## config.mk

```make
export PLATFORM = sky130hd
export DESIGN_NAME = cal_date_counter
export DESIGN_NICKNAME = d
export VERILOG_FILES = /design/src/rtl/cal_pkg.sv /design/src/rtl/cal_year_inc.sv /design/src/rtl/cal_step.sv /design/src/rtl/cal_date_counter.sv
export SDC_FILE = /design/constraint.sdc
export NUM_CORES = 1
export LEC_CHECK = 0
export BUFFER_PORTS_ARGS = -buffer_cell sky130_fd_sc_hd__buf_2
export CAP_MARGIN = 30
export CORE_ASPECT_RATIO = 1.75
export CORE_MARGIN = 10
export CORE_UTILIZATION = 60
export DETAILED_ROUTE_END_ITERATION = 10
export PLACE_DENSITY = 0.8
export SYNTH_ARGS = -nofsm -noshare
export SYNTH_HDL_FRONTEND = slang
export SYNTH_SLANG_ARGS = --single-unit
```

## constraint.sdc

```tcl
create_clock -name clk_i -period 12.2 [get_ports clk_i]
set_clock_uncertainty 0.05 [all_clocks]
set_input_delay 0 -clock clk_i [delete_from_list [all_inputs] [get_ports clk_i]]
set_output_delay 0 -clock clk_i [all_outputs]
set_load 0.05 [all_outputs]
```

## src/rtl/cal_pkg.sv

```systemverilog
package cal_pkg;
  localparam int YEAR_DIGITS = 4;
  localparam int YEAR_W      = 4 * YEAR_DIGITS;
  localparam int FIELD_W     = 8;
  localparam logic [YEAR_W-1:0] YEAR_MIN = 16'h2000;
  localparam logic [YEAR_W-1:0] YEAR_MAX = 16'h2100;

  typedef struct packed {
    logic [YEAR_W-1:0]  year;
    logic [FIELD_W-1:0] month;
    logic [FIELD_W-1:0] day;
  } date_t;

  typedef enum logic [1:0] {OP_TICK, OP_DAY, OP_MON, OP_YEAR} cal_op_e;

  function automatic logic [FIELD_W-1:0] bcd2_inc(input logic [FIELD_W-1:0] v);
    if (v[3:0] == 4'd9) return {v[7:4] + 4'd1, 4'd0};
    return {v[7:4], v[3:0] + 4'd1};
  endfunction

  // valid for 2000..2100: divisible by 4 from the two low BCD digits, 2100 excluded
  function automatic logic is_leap(input logic [YEAR_W-1:0] y);
    logic div4;
    if (y[4]) div4 = (y[3:0] == 4'd2) || (y[3:0] == 4'd6);
    else      div4 = (y[3:0] == 4'd0) || (y[3:0] == 4'd4) || (y[3:0] == 4'd8);
    return div4 && (y != YEAR_MAX);
  endfunction

  function automatic logic [FIELD_W-1:0] month_len(input logic [FIELD_W-1:0] m,
                                                   input logic [YEAR_W-1:0] y);
    case (m)
      8'h02:                      return is_leap(y) ? 8'h29 : 8'h28;
      8'h04, 8'h06, 8'h09, 8'h11: return 8'h30;
      default:                    return 8'h31;
    endcase
  endfunction
endpackage

```

## src/rtl/cal_year_inc.sv

```systemverilog
module cal_year_inc
  import cal_pkg::*;
#(
  parameter int DIGITS = YEAR_DIGITS
) (
  input  logic [4*DIGITS-1:0] year_i,
  output logic [4*DIGITS-1:0] year_o
);
  logic [DIGITS-1:0]   carry;
  logic [4*DIGITS-1:0] raw;

  assign carry[0] = 1'b1;

  for (genvar i = 0; i < DIGITS; i++) begin : g_dig
    logic [3:0] d;
    assign d = year_i[4*i +: 4];
    assign raw[4*i +: 4] = !carry[i] ? d : (d == 4'd9) ? 4'd0 : d + 4'd1;
    if (i < DIGITS - 1) begin : g_cy
      assign carry[i+1] = carry[i] && (d == 4'd9);
    end
  end

  assign year_o = (year_i == YEAR_MAX) ? YEAR_MIN : raw;
endmodule

```

## src/rtl/cal_step.sv

```systemverilog
module cal_step
  import cal_pkg::*;
#(
  parameter cal_op_e OP = OP_TICK
) (
  input  date_t date_i,
  input  logic  en_i,
  output date_t date_o
);
  if (OP == OP_TICK) begin : g_tick
    logic [FIELD_W-1:0] last;
    logic [YEAR_W-1:0]  yr_nx;
    assign last = month_len(date_i.month, date_i.year);
    cal_year_inc u_yinc (.year_i(date_i.year), .year_o(yr_nx));
    always_comb begin
      date_o = date_i;
      if (en_i) begin
        if (date_i.day == last) begin
          date_o.day = 8'h01;
          if (date_i.month == 8'h12) begin
            date_o.month = 8'h01;
            date_o.year  = yr_nx;
          end else begin
            date_o.month = bcd2_inc(date_i.month);
          end
        end else begin
          date_o.day = bcd2_inc(date_i.day);
        end
      end
    end
  end else if (OP == OP_DAY) begin : g_day
    logic [FIELD_W-1:0] last;
    assign last = month_len(date_i.month, date_i.year);
    always_comb begin
      date_o = date_i;
      if (en_i) date_o.day = (date_i.day == last) ? 8'h01 : bcd2_inc(date_i.day);
    end
  end else if (OP == OP_MON) begin : g_mon
    logic [FIELD_W-1:0] mon_nx, last;
    assign mon_nx = (date_i.month == 8'h12) ? 8'h01 : bcd2_inc(date_i.month);
    assign last   = month_len(mon_nx, date_i.year);
    always_comb begin
      date_o = date_i;
      if (en_i) begin
        date_o.month = mon_nx;
        if (date_i.day > last) date_o.day = last;
      end
    end
  end else begin : g_year
    logic [YEAR_W-1:0]  yr_nx;
    logic [FIELD_W-1:0] last;
    cal_year_inc u_yinc (.year_i(date_i.year), .year_o(yr_nx));
    assign last = month_len(date_i.month, yr_nx);
    always_comb begin
      date_o = date_i;
      if (en_i) begin
        date_o.year = yr_nx;
        if (date_i.day > last) date_o.day = last;
      end
    end
  end
endmodule

```

## src/rtl/cal_date_counter.sv

```systemverilog
module cal_date_counter
  import cal_pkg::*;
(
  input  logic               clk_i,
  input  logic               rst_ni,
  input  logic               day_tick_i,
  input  logic               inc_day_i,
  input  logic               inc_mon_i,
  input  logic               inc_year_i,
  output logic [YEAR_W-1:0]  year_o,
  output logic [FIELD_W-1:0] month_o,
  output logic [FIELD_W-1:0] day_o
);
  localparam int N_STEPS = 4;

  date_t              date_q;
  date_t              chain [N_STEPS+1];
  logic [N_STEPS-1:0] en_vec;

  // order of application: tick, day, month, year
  assign en_vec   = {inc_year_i, inc_mon_i, inc_day_i, day_tick_i};
  assign chain[0] = date_q;

  for (genvar i = 0; i < N_STEPS; i++) begin : g_step
    cal_step #(.OP(cal_op_e'(i))) u_step (
      .date_i(chain[i]),
      .en_i  (en_vec[i]),
      .date_o(chain[i+1])
    );
  end

  always_ff @(posedge clk_i or negedge rst_ni) begin
    if (!rst_ni) date_q <= '{year: YEAR_MIN, month: 8'h01, day: 8'h01};
    else         date_q <= chain[N_STEPS];
  end

  assign year_o  = date_q.year;
  assign month_o = date_q.month;
  assign day_o   = date_q.day;
endmodule

```

==> Yosys cells after proc, flatten, opt, wreduce, memory -nomap -nowiden <==
Index checks and enable logic that the tools add are counted.
{ "word_totals": {"ff_bits": 32} }
{ "op_classes": {"n_reduce_logical": 24, "addsub": 16, "eq_ne": 53, "muxes": 62, "order_cmp": 2} }
{ "ops": {"columns": ["op", "count"], "rows": [
  ["$mux W8", 16],
  ["$mux W16", 5],
  ["$add A4 B1 Y4 const B", 16],
  ["$eq A8 B3 Y1 const B", 8],
  ["$pmux W8 S2", 4],
  ["$eq A4 B4 Y1 const B", 15],
  ["$mux W4", 14],
  ["$eq A8 B5 Y1 const B", 6],
  ["$ne A16 B14 Y1 const B", 3],
  ["$eq A16 B14 Y1 const B", 2],
  ["$eq A8 B2 Y1 const B", 4],
  ["$eq A8 B4 Y1 const B", 4],
  ["$mux W32", 1],
  ["$eq A4 B3 Y1 const B", 6],
  ["$mux W24", 1],
  ["$mux W1", 21],
  ["$eq A8 B8 Y1", 2],
  ["$gt A8 B8 Y1", 2],
  ["$reduce_or A4 Y1", 4],
  ["$eq A4 B2 Y1 const B", 3],
  ["$logic_not A4 Y1", 3],
  ["$logic_or A1 B1 Y1", 9],
  ["$logic_and A1 B1 Y1", 8]
]} }

==> Longest topological paths before layout <==
{ "depth": {"ltp_word": 37, "mapped_depth": 36} }

==> By module <==
From an unflattened synthesis, not the netlist that was laid out.
{ "unflattened": {"cells_unflattened": 568, "hier_area_um2": 4799.6} }
{ "modules_own_cells": {"columns": ["mod", "n_inst", "area_each_um2", "cells_per_inst", "seq_area_each_um2"], "rows": [
  ["cal_date_counter", 1, 1044.8, 64, 804.5],
  ["cal_step at g_step[0].u_step", 1, 913.4, 120, 0.0],
  ["cal_step at g_step[2].u_step", 1, 701.9, 95, 0.0],
  ["cal_step at g_step[1].u_step", 1, 601.8, 85, 0.0],
  ["cal_step at g_step[3].u_step", 1, 553.0, 64, 0.0],
  ["cal_year_inc at g_step[0].u_step.g_tick.u_yinc", 1, 493.0, 70, 0.0],
  ["cal_year_inc at g_step[3].u_step.g_year.u_yinc", 1, 491.7, 70, 0.0]
]} }

==> Least setup slack after synthesis <==
No wires, ideal clock.
{ "synth_path": {"kind": "reg-to-reg", "from": "reg date_q (netlist bit year_o[4])", "to": "reg date_q (netlist bit day_o[3])", "path_buffers": 2, "t_required_ps": 12025, "path_slack_ps": 4753, "period_less_slack_ps": 7447, "stages_incl_launch_ff": 32, "arrival_time_ps": 7272, "path_cell_list": "dfrtp_1 clkbuf_1 inv_1 ha_1 nor4bb_1 and4_1 o31a_1 buf_2 nor4_4 o21ai_1 a211o_1 or4_4 or4_4 a31oi_4 nor4_1 or3_1 o21a_1 o21ai_0 ha_1 o31ai_1 nand2_1 o211a_1 o221ai_2 mux2_4 ha_1 nor2b_1 o21ai_0 o311a_1 o21a_1 o21ai_1 o2111ai_2 mux2_2"} }
{ "synth_rtl": {"columns": ["element", "line_no", "text"], "rows": [
  ["start, declared", "cal_date_counter.sv:16", "date_t date_q;"],
  ["start signal, assigned", "cal_date_counter.sv:33", "if (!rst_ni) date_q <= '{year: YEAR_MIN, month: 8'h01, day: 8'h01};"],
  ["start signal, assigned", "cal_date_counter.sv:34", "else date_q <= chain[N_STEPS];"]
]} }

==> out/qor.yml <==
final_layout:
  fin_area_mm2: 0.00460
  final_common_cell: "nand2_1"
  final_nets: 611
  layout_common_cells: "51 x nand2_1, 45 x nor2_1, 39 x a21oi_1"
  syn_to_final_growth_pct: 2.14
  drive_above_1_share_pct: 14.4
  antennaDiodeCount: 0
  fillers: 696
yosys:
  synth_top_family_by_area: "simple AND/OR/NAND/NOR gates"
  synth_ff_type: "dfrtp_1"
  synth_fa_ha_area_share_pct: 6.39
  synth_top_area_cell: "dfrtp_1"
  synth.net_count: 623
  ys_async_sr_fraction_pct: 100
  ys_types: 81
  yosysTopAreaCellShare_pct: 16.1
  avgSynthCellArea_um2: 7.58
  synthMuxAreaShare_pct: 4.00
  synth-compound-area-share_pct: 26.4
  ys_ff_latch: 32
  synth_warnings: 0
  synth_xor_area_share_pct: 5.06
  synth-edff-count: 0
  synth-simple-area-share_pct: 29.9
  synth_area_mm2: 0.00450
  yosysSeqAreaShare_pct: 17.9
  synth_cells: 594
  yosys-top-cells-area: "dfrtp_1 16%, ha_1 6.4%, buf_4 5.3%, a21oi_1 4.3%, nand2_1 4.3%"
placed_design:
  dp_hpwl_mm: 10.8
  place.gp.congestion: 0.986
  place_area_mm2: 0.00444
  dpl_worst_slack_ns: 3.66
  port_buffers: 37
die:
  num_rows: 41
  fp.dieW_um: 85.5
  start_util_pct: 61.8
  dieArea_mm2: 0.0115
  ios: 38
  die-height_um: 135
  coreArea_mm2: 0.00728
clock_tree:
  cts.sinks: 32
  post_cts_buffers: 0
  cts_buffers: 5
  cts_buffer_depth: 2
  clock-root-buffer: "clkbuf_16"
  cts.clk_slew.worst_paths_ns: 0.06
  clock_latency_ns: 0.28
  h-tree-depth: 2
  cts_tree: "done"
routing:
  dr_total_vias: 4600
  ant_nets: 0
  via_per_inst: 6.88
  drtIter0Drc: 387
  first_pass_iters: 7
  drcViolationCount: 0
  drt-wirelength-per-cell_um: 20.7
  routed_wl_mm: 13.8
pwr:
  power.switching_uw: 747
  p_sw_share_pct: 56.9
  clockPowerShare_pct: 10.0
  power.share.sequential_pct: 18.0
  power.leakage_uw: 0.00188
  powerDensity_mw_per_mm2: 285
  comb_power_share_pct: 72.1
  peakVddDrop_uv: 158
  p_int_uw: 565
sta:
  fin_crit_ns: 8.70
  max-slew-margin-rel_pct: 33.6
  period_share_pct: 71.3
  rsz0062_at_grt: "false"
  tns_ns: 0
  setup_slack_ns: 3.50
  worstMarginPinSlew_ns: 0.988
  hold_viol_final: 0
  finalSetupViolations: 0
  slew_viol_final: 0
  fmax_mhz: 115
  hold_slack_ns: 0.0656
critical_path:
  cp_common_cell: "ha_1"
  worstPathRequired_ns: 12.32
  cp_max_fo: 13
  path_class: "register to register"
  path_delay_family: "compound AO/OA/AOI/OAI gates"
  crit_path_start_kind: "register"
  crit_buf_inv: 2
  slowest_delay_ns: 0.78
  crit_slowest_cell: "or4_1"
  worst_setup_path_end_kind: "register"
  arrival_ns: 8.81
job:
  max-cap-violations: 0
grt:
  grt_pass1_wl_mm: 21.9
  grt_max_degree: 33
  grt_antenna_before_repair: 0
  grtUsageTotal_pct: 23.3
  grt_pass1_vias: 4481
  overflow: 0
hold_path:
  holdCritPathClass: "input pin to register"
outcome:
  outcome: "complete, no violations"
## worst reg2reg max path, delay by kind of cell, from the launching register on
| kind | cells | cell delay (ns) |
|---|---|---|
| buffers and inverters | 2 | 0.22 |
| adder cells (fa/ha/maj) | 4 | 1.07 |
| AND/OR/NAND/NOR | 10 | 2.97 |
| flip-flops | 1 | 0.54 |
| multiplexers | 2 | 0.73 |
| AO/OA/AOI/OAI | 14 | 3.02 |
## cell families after synthesis
logic type | count (synthesis)
AOI/OAI and AO/OA | 169
xor gates and xnor gates | 26
buffers and inverters | 85
muxes | 16
DFF | 32
adders and majority gates | 23
and+or+nand+nor | 243
## cell usage after synthesis, drive strengths merged, types with 5 or more instances
library cell,number
a211oi,5
a21oi,41
a31oi,9
and2,6
and3,9
buf,43
clkbuf,16
dfrtp,29
ha,23
inv,26
mux2,10
mux2i,6
nand2,51
nand2b,8
nand3,25
nand3b,5
nand4,11
nor2,46
nor2b,5
nor3,18
nor4,16
o21a,7
o21ai,40
o22ai,9
o31ai,13
or2,6
or3,10
or4,5
xnor2,18
xor2,8
## through the flow
| stage | utilization, % | instances | power (µW) |
|---|---|---|---|
| after floorplan | - | 594 | 1010 |
| after global placement | 61.0 | 660 | 1150 |
| after detailed placement | 61.0 | 660 | 1160 |
| after CTS | 63.1 | 669 | 1300 |
| after global routing | 63.1 | 669 | 1410 |
| final | 63.1 | 669 | 1310 |
## path summary, 6_finish.rpt
path,startpoint,endpoint,slack (ns),depth (start not counted)
worst min-delay path,inc_year_i,year_o[10]$_DFF_PN0_,0.07,3
max in group asynchronous,rst_ni,month_o[4]$_DFF_PN0_,11.28,2
worst max-delay path,year_o[4]$_DFF_PN0_,day_o[4]$_DFF_PN0_,3.50,32
min in group asynchronous,rst_ni,year_o[1]$_DFF_PN0_,0.30,2
worst min register to register,year_o[12]$_DFF_PN0_,year_o[12]$_DFF_PN0_,0.75,3
worst max register to register,year_o[4]$_DFF_PN0_,day_o[4]$_DFF_PN0_,3.50,32
## final cells by class
cell class                 count  area [µm²]  share of cell area (%)
inverter                      26        97.6                    2.12
sequential                    32         805                    17.5
timing repair buffer          40         210                    4.57
multi-input combinational    477        3230                    70.3
clock buffer                   8         146                    3.18
tap                           86         108                    2.34
## registers in the layout (all words and copies together) (netlist names)
signal   cells
year_o      16
month_o      8
day_o        8
## per-layer routing
metal	vias up	global-route usage, %	part of all wire (%)
met2	191	43.4	54
met1	2175	21.6	35
met3	65	3.92	4.6
li1	2169	-	-
met4	0	17.6	6.7
met5	-	0	0
## power groups by stage
stage / Clock (µW) / Combinational (µW) / Sequential [µW]
finish: 131 / 946 / 236
CTS: 131 / 934 / 233
global route: 135 / 1030 / 243
floorplan: 0 / 826 / 179
global placement: 0 / 916 / 232
detailed placement: 0 / 930 / 235
## what timing repair did
| item | 4_1_cts | 5_1_grt |
|---|---|---|
| hold buffers | 1 | 0 |
| resized for setup | 0 | 0 |
| endpoints found under the hold margin | 29 | 0 |
(Power assumes the default switching activity.)
